[config.mk]
export PLATFORM = sky130hd
export DESIGN_NAME = qb_port_ctrl
export DESIGN_NICKNAME = d
export VERILOG_FILES = /design/src/rtl/qb_port_ctrl.sv
export SDC_FILE = /design/constraint.sdc
export NUM_CORES = 1
export LEC_CHECK = 0
export BUFFER_PORTS_ARGS = -buffer_cell sky130_fd_sc_hd__buf_4
export CORE_ASPECT_RATIO = 0.8
export CORE_MARGIN = 5
export CORE_UTILIZATION = 44
export DETAILED_ROUTE_END_ITERATION = 10
export GPL_TIMING_DRIVEN = 1
export PLACE_DENSITY_LB_ADDON = 0.3
export SYNTH_ARGS = -nofsm -noshare
export SYNTH_HDL_FRONTEND = slang
export SYNTH_SLANG_ARGS = --single-unit
export TNS_END_PERCENT = 100
[constraint.sdc]
create_clock -name clk -period 4.25 [get_ports clk]
set_input_delay 0.85 -clock clk [delete_from_list [all_inputs] [get_ports clk]]
set_output_delay 0.85 -clock clk [all_outputs]
set_load 0.01 [all_outputs]
[src/rtl/qb_port_ctrl.sv]
module qb_port_ctrl #(
  parameter int WIDTH = 8,
  parameter int BURST_CYCLES = 2,
  parameter int AW = 2,
  parameter logic [WIDTH-1:0] LOCK_MASK = 8'hC0
) (
  input  logic                     clk,
  input  logic                     rst_n,
  input  logic                     bus_we,
  input  logic [AW-1:0]            bus_addr,
  input  logic [WIDTH-1:0]         bus_wdata,
  input  logic                     bit_we,
  input  logic [$clog2(WIDTH)-1:0] bit_sel,
  input  logic                     bit_val,
  output logic [WIDTH-1:0]         rd_data,
  input  logic [WIDTH-1:0]         alt_en,
  input  logic [WIDTH-1:0]         alt_out,
  input  logic [WIDTH-1:0]         pad_in,
  output logic [WIDTH-1:0]         strong_pu,
  output logic [WIDTH-1:0]         weak_pu,
  output logic [WIDTH-1:0]         keep_pu,
  output logic [WIDTH-1:0]         pull_dn
);
  localparam int CW = $clog2(BURST_CYCLES + 1);
  localparam logic [AW-1:0] A_PORT = AW'(0);
  localparam logic [AW-1:0] A_CFGA = AW'(1);
  localparam logic [AW-1:0] A_CFGB = AW'(2);
  localparam logic [1:0] M_OD = 2'b00, M_QB = 2'b01, M_HZ = 2'b10, M_PP = 2'b11;

  logic [WIDTH-1:0] latch_q, latch_d, cfga_q, cfgb_q, drv_prev_q, sync1_q, sync2_q;
  logic [WIDTH-1:0] drv, rise;

  always_comb begin
    latch_d = latch_q;
    if (bus_we && bus_addr == A_PORT) latch_d = bus_wdata;
    if (bit_we) latch_d[bit_sel] = bit_val;
  end

  always_ff @(posedge clk or negedge rst_n) begin
    if (!rst_n) begin
      latch_q    <= '1;
      cfga_q     <= '0;
      cfgb_q     <= '0;
      drv_prev_q <= '1;
      sync1_q    <= '0;
      sync2_q    <= '0;
    end else begin
      latch_q    <= latch_d;
      drv_prev_q <= drv;
      sync1_q    <= pad_in;
      sync2_q    <= sync1_q;
      if (bus_we && bus_addr == A_CFGA) cfga_q <= bus_wdata;
      if (bus_we && bus_addr == A_CFGB) cfgb_q <= bus_wdata;
    end
  end

  always_comb begin
    case (bus_addr)
      A_PORT:  rd_data = sync2_q;
      A_CFGA:  rd_data = cfga_q;
      A_CFGB:  rd_data = cfgb_q;
      default: rd_data = '0;
    endcase
  end

  assign drv  = latch_q & (~alt_en | alt_out);
  assign rise = drv & ~drv_prev_q;

  for (genvar i = 0; i < WIDTH; i++) begin : g_pin
    logic [1:0]    mode;
    logic [CW-1:0] cnt_q;
    logic          burst;

    assign mode  = {cfgb_q[i], cfga_q[i] & ~LOCK_MASK[i]};
    assign burst = rise[i] || (cnt_q != '0);

    always_ff @(posedge clk or negedge rst_n) begin
      if (!rst_n)        cnt_q <= '0;
      else if (rise[i])  cnt_q <= CW'(BURST_CYCLES - 1);
      else if (!drv[i])  cnt_q <= '0;
      else if (cnt_q != '0) cnt_q <= cnt_q - 1'b1;
    end

    always_comb begin
      strong_pu[i] = 1'b0;
      weak_pu[i]   = 1'b0;
      keep_pu[i]   = 1'b0;
      pull_dn[i]   = 1'b0;
      case (mode)
        M_OD: pull_dn[i] = ~drv[i];
        M_QB: begin
          pull_dn[i]   = ~drv[i];
          weak_pu[i]   = drv[i];
          keep_pu[i]   = drv[i];
          strong_pu[i] = drv[i] & burst;
        end
        M_PP: begin
          strong_pu[i] = drv[i];
          pull_dn[i]   = ~drv[i];
        end
        default: ;
      endcase
    end

    logic [CW-1:0] run_q;
    always_ff @(posedge clk or negedge rst_n) begin
      if (!rst_n) run_q <= '0;
      else if (strong_pu[i] && mode == M_QB)
        run_q <= (run_q == CW'(BURST_CYCLES)) ? run_q : run_q + 1'b1;
      else run_q <= '0;
    end

    p_burst_len_r4: assert property (@(posedge clk) disable iff (!rst_n)
      (strong_pu[i] && mode == M_QB) |-> (run_q < CW'(BURST_CYCLES)));

    if (LOCK_MASK[i]) begin : g_lock
      p_lock_no_pullup_r9: assert property (@(posedge clk) disable iff (!rst_n)
        !(strong_pu[i] || weak_pu[i] || keep_pu[i]));
    end
  end

  p_no_fight_r3: assert property (@(posedge clk) disable iff (!rst_n)
    ((strong_pu | weak_pu | keep_pu) & pull_dn) == '0);

  p_byte_write_r2: assert property (@(posedge clk) disable iff (!rst_n)
    (bus_we && bus_addr == A_PORT && !bit_we) |=> latch_q == $past(bus_wdata));

  p_bit_write_r10: assert property (@(posedge clk) disable iff (!rst_n)
    bit_we |=> latch_q[$past(bit_sel)] == $past(bit_val));

  p_sync_r11: assert property (@(posedge clk) disable iff (!rst_n)
    $past(rst_n) |-> sync2_q == $past(sync1_q));
endmodule

==> impl_metrics.yaml <==
outcome:
  status: "finished, final reports clean"
timing:
  worst_pin_slew_ns: 0.730
  setup_ws_ns: 1.45
  period_share_pct: 65.9
  clock_skew_ns: 0.00435
  relSlewSlack_pct: 51.3
  fin_crit_ns: 2.80
  setup_tns_ns: 0
  setup_viol: 0
  finalHoldViolations: 0
  max_freq_ghz: 0.357
  rsz0062_at_grt: "no"
  slew_violations: 0
die:
  core_area_um2: 6040
  die_w_um: 98.9
  dieArea_um2: 8020
  start_util_pct: 46.1
  die_h_um: 81.1
  ios: 82
  row_count: 25
pwr:
  switching_power_mw: 0.451
  power.share.switching_pct: 29.2
  p_leak_nw: 1.69
  p_seq_share_pct: 46.6
  internal_power_mw: 1.09
  ir_drop_v: 0.000194
  p_comb_share_pct: 25.8
  powerDensity_nw_per_um2: 440
  p_clk_share_pct: 27.6
cts:
  cts.sinks: 58
  cts.htree.levels: 3
  cts_tree: "done"
  post_cts_buffers: 0
  ctsLongestPathBuffers: 2
  clkTransAtPathRegs_ns: 0.06
  clk_latency_ns: 0.33
  cts-buffers-inserted: 9
  ctsHoldBuffers: 0
  clockRootBuffer: "clkbuf_8"
  cts-resized-gates: 0
final_layout:
  diodes: 0
  layout-drive-gt1-share_pct: 38.8
  areaGrowthSynthToFinish_pct: 26.1
  fin_nets: 368
  n_fill_cell: 542
  postLayoutCoreUtil_pct: 58.1
  fin_area_um2: 3510
synth:
  ys_ff_latch: 58
  synth.cell_area_um2: 2780
  synth-edff-count: 0
  yosysWarnings: 0
  synth.avg_cell_area_um2: 11.4
  synth-main-ff-cell: "dfrtp_1"
  synth_cells: 245
  yosysUniqueCellTypes: 32
  synth-seq-area-share_pct: 52.8
  async_flop_share_pct: 100
placed_design:
  dpl_cell_area_um2: 3340
  placement.io_buffers: 75
  pre_cts_ws_ns: 1.45
  dpl.hpwl_um: 4340
  finalWeightedCongestion: 0.722
drt:
  routed_wl_um: 5960
  wl_per_cell_um: 14.7
  drc: 0
  first_pass_iters: 4
  vias_per_cell: 4.79
  drtAntennaViolNets: 0
  drtIter0Drc: 64
  vias: 1946
global_routing:
  grt_pass1_wl_um: 9690
  antenna_found_initial: 0
  overflow: 0
  grt_start_max_net_pins: 59
  track_usage_pct: 15.7
  grt_pass1_vias: 2011
min_path:
  hold_path.class: "register to register"
critical_path:
  cp.arrival_ns: 1.95
  crit_path_end_kind: "output port"
  worstPathMaxFanout: 6
  worst-setup-path-type: "input pin to output port"
  required_ns: 3.40
  critPathLaunchType: "input pin"
run:
  max_cap_viol_count: 0
==> final cells by class <==
cell class              instances  area (um^2)  area share [%]
clock buffers                  13          149            4.25
clock inverters                 3         15.0           0.428
inverters                      24         90.1            2.57
multi-input cells             151         1110            31.7
flip-flops and latches         58         1470            41.9
well taps                      81          101            2.89
repair buffers                 76          571            16.3
==> metal layers <==
metal | up-vias | wire, um | track usage, %
li1 | 972 | - | -
met1 | 913 | 2720 | 18.9
met2 | 55 | 2780 | 25.2
met3 | 6 | 410 | 7.55
met4 | 0 | 55 | 4.50
met5 | - | 0 | 0
==> through the flow <==
stage | hold slack [ns] | power (mW) | cells
after floorplan | 0.331 | 0.964 | 250
final | 0.345 | 1.54 | 406
after global routing | 0.356 | 1.65 | 406
after global placement | 0.332 | 1.12 | 390
after CTS | 0.349 | 1.57 | 406
after detailed placement | 0.336 | 1.13 | 390
==> power groups by stage <==
stage / clock, mW / sequential [mW] / combinational, mW
global route: 0.473 / 0.731 / 0.448
floorplan: 0 / 0.707 / 0.257
CTS: 0.444 / 0.720 / 0.405
finish: 0.427 / 0.719 / 0.398
global placement: 0 / 0.724 / 0.392
detailed placement: 0 / 0.729 / 0.403
==> kinds of logic after synthesis <==
family	share of synthesized area, %
adder cells (fa/ha/maj)	2.70
buffers and inverters	7.87
multiplexers	13.4
AO/OA/AOI/OAI	9.00
flip-flops	52.8
XOR/XNOR	1.89
other	0.135
AND/OR/NAND/NOR	12.2
==> critical path, cell delays in order <==
cell and delay (ns):
buf_4 0.08, inv_1 0.03, a21boi_0 0.50, nor3b_1 0.32, buf_4 0.17
==> layout by cell type, fill, tap and decap left out, drive strengths merged <==
| cell type | n |
|---|---|
| a21boi | 12 |
| a21oi | 14 |
| and2b | 1 |
| and3 | 10 |
| buf | 76 |
| clkbuf | 13 |
| clkinv | 3 |
| conb | 6 |
| dfrtp | 44 |
| dfstp | 14 |
| ha | 6 |
| inv | 24 |
| mux2 | 20 |
| mux2i | 14 |
| nand2 | 17 |
| nand2b | 2 |
| nand3 | 1 |
| nand3b | 5 |
| nand4 | 1 |
| nand4b | 3 |
| nand4bb | 1 |
| nor2 | 7 |
| nor3b | 7 |
| nor4bb | 1 |
| o211a | 2 |
| o21ai | 14 |
| or4b | 1 |
| xor2 | 6 |
==> worst paths after layout <==
path,startpoint,endpoint,slack [ns],cells past startpoint
worst min-delay path,sync1_q[1]$_DFF_PN0_,sync2_q[1]$_DFF_PN0_,0.35,0
worst max-delay path,alt_out[2],weak_pu[2],1.45,5
worst min register to register,sync1_q[1]$_DFF_PN0_,sync2_q[1]$_DFF_PN0_,0.35,0
worst max register to register,latch_q[2]$_DFF_PN1_,g_pin[2].cnt_q[0]$_DFFE_PN0P_,2.85,2
min in group asynchronous,rst_n,g_pin[0].cnt_q[0]$_DFFE_PN0P_,0.57,1
max in group asynchronous,rst_n,g_pin[1].cnt_q[0]$_DFFE_PN0P_,3.19,1
==> state kept, by name (all words and copies together) (netlist names) <==
signal and count:
sync1_q 8, latch_q 8, g_pin.cnt_q 12, cfgb_q 8
sync2_q 8, cfga_q 8, drv_prev_q 6
==> cells in the mapped netlist, types with 2 or more instances <==
cell | instances | area, um^2
xor2_1 | 6 | 52.6
nand3b_1 | 5 | 37.5
o211a_1 | 2 | 20.0
and3_1 | 10 | 62.6
mux2_2 | 18 | 203
buf_4 | 13 | 97.6
mux2_4 | 2 | 30.0
inv_1 | 24 | 90.1
nand2b_1 | 2 | 12.5
dfstp_2 | 14 | 368
a21oi_1 | 14 | 70.1
a21boi_0 | 12 | 90.1
nor3b_1 | 6 | 45.0
o21ai_0 | 14 | 70.1
nand4b_1 | 3 | 26.3
mux2i_1 | 14 | 140
ha_1 | 6 | 75.1
dfrtp_1 | 44 | 1100
buf_6 | 2 | 22.5
nand2_1 | 16 | 60.1
nor2_1 | 7 | 26.3
Note: power is estimated with default switching activity, not from simulation.
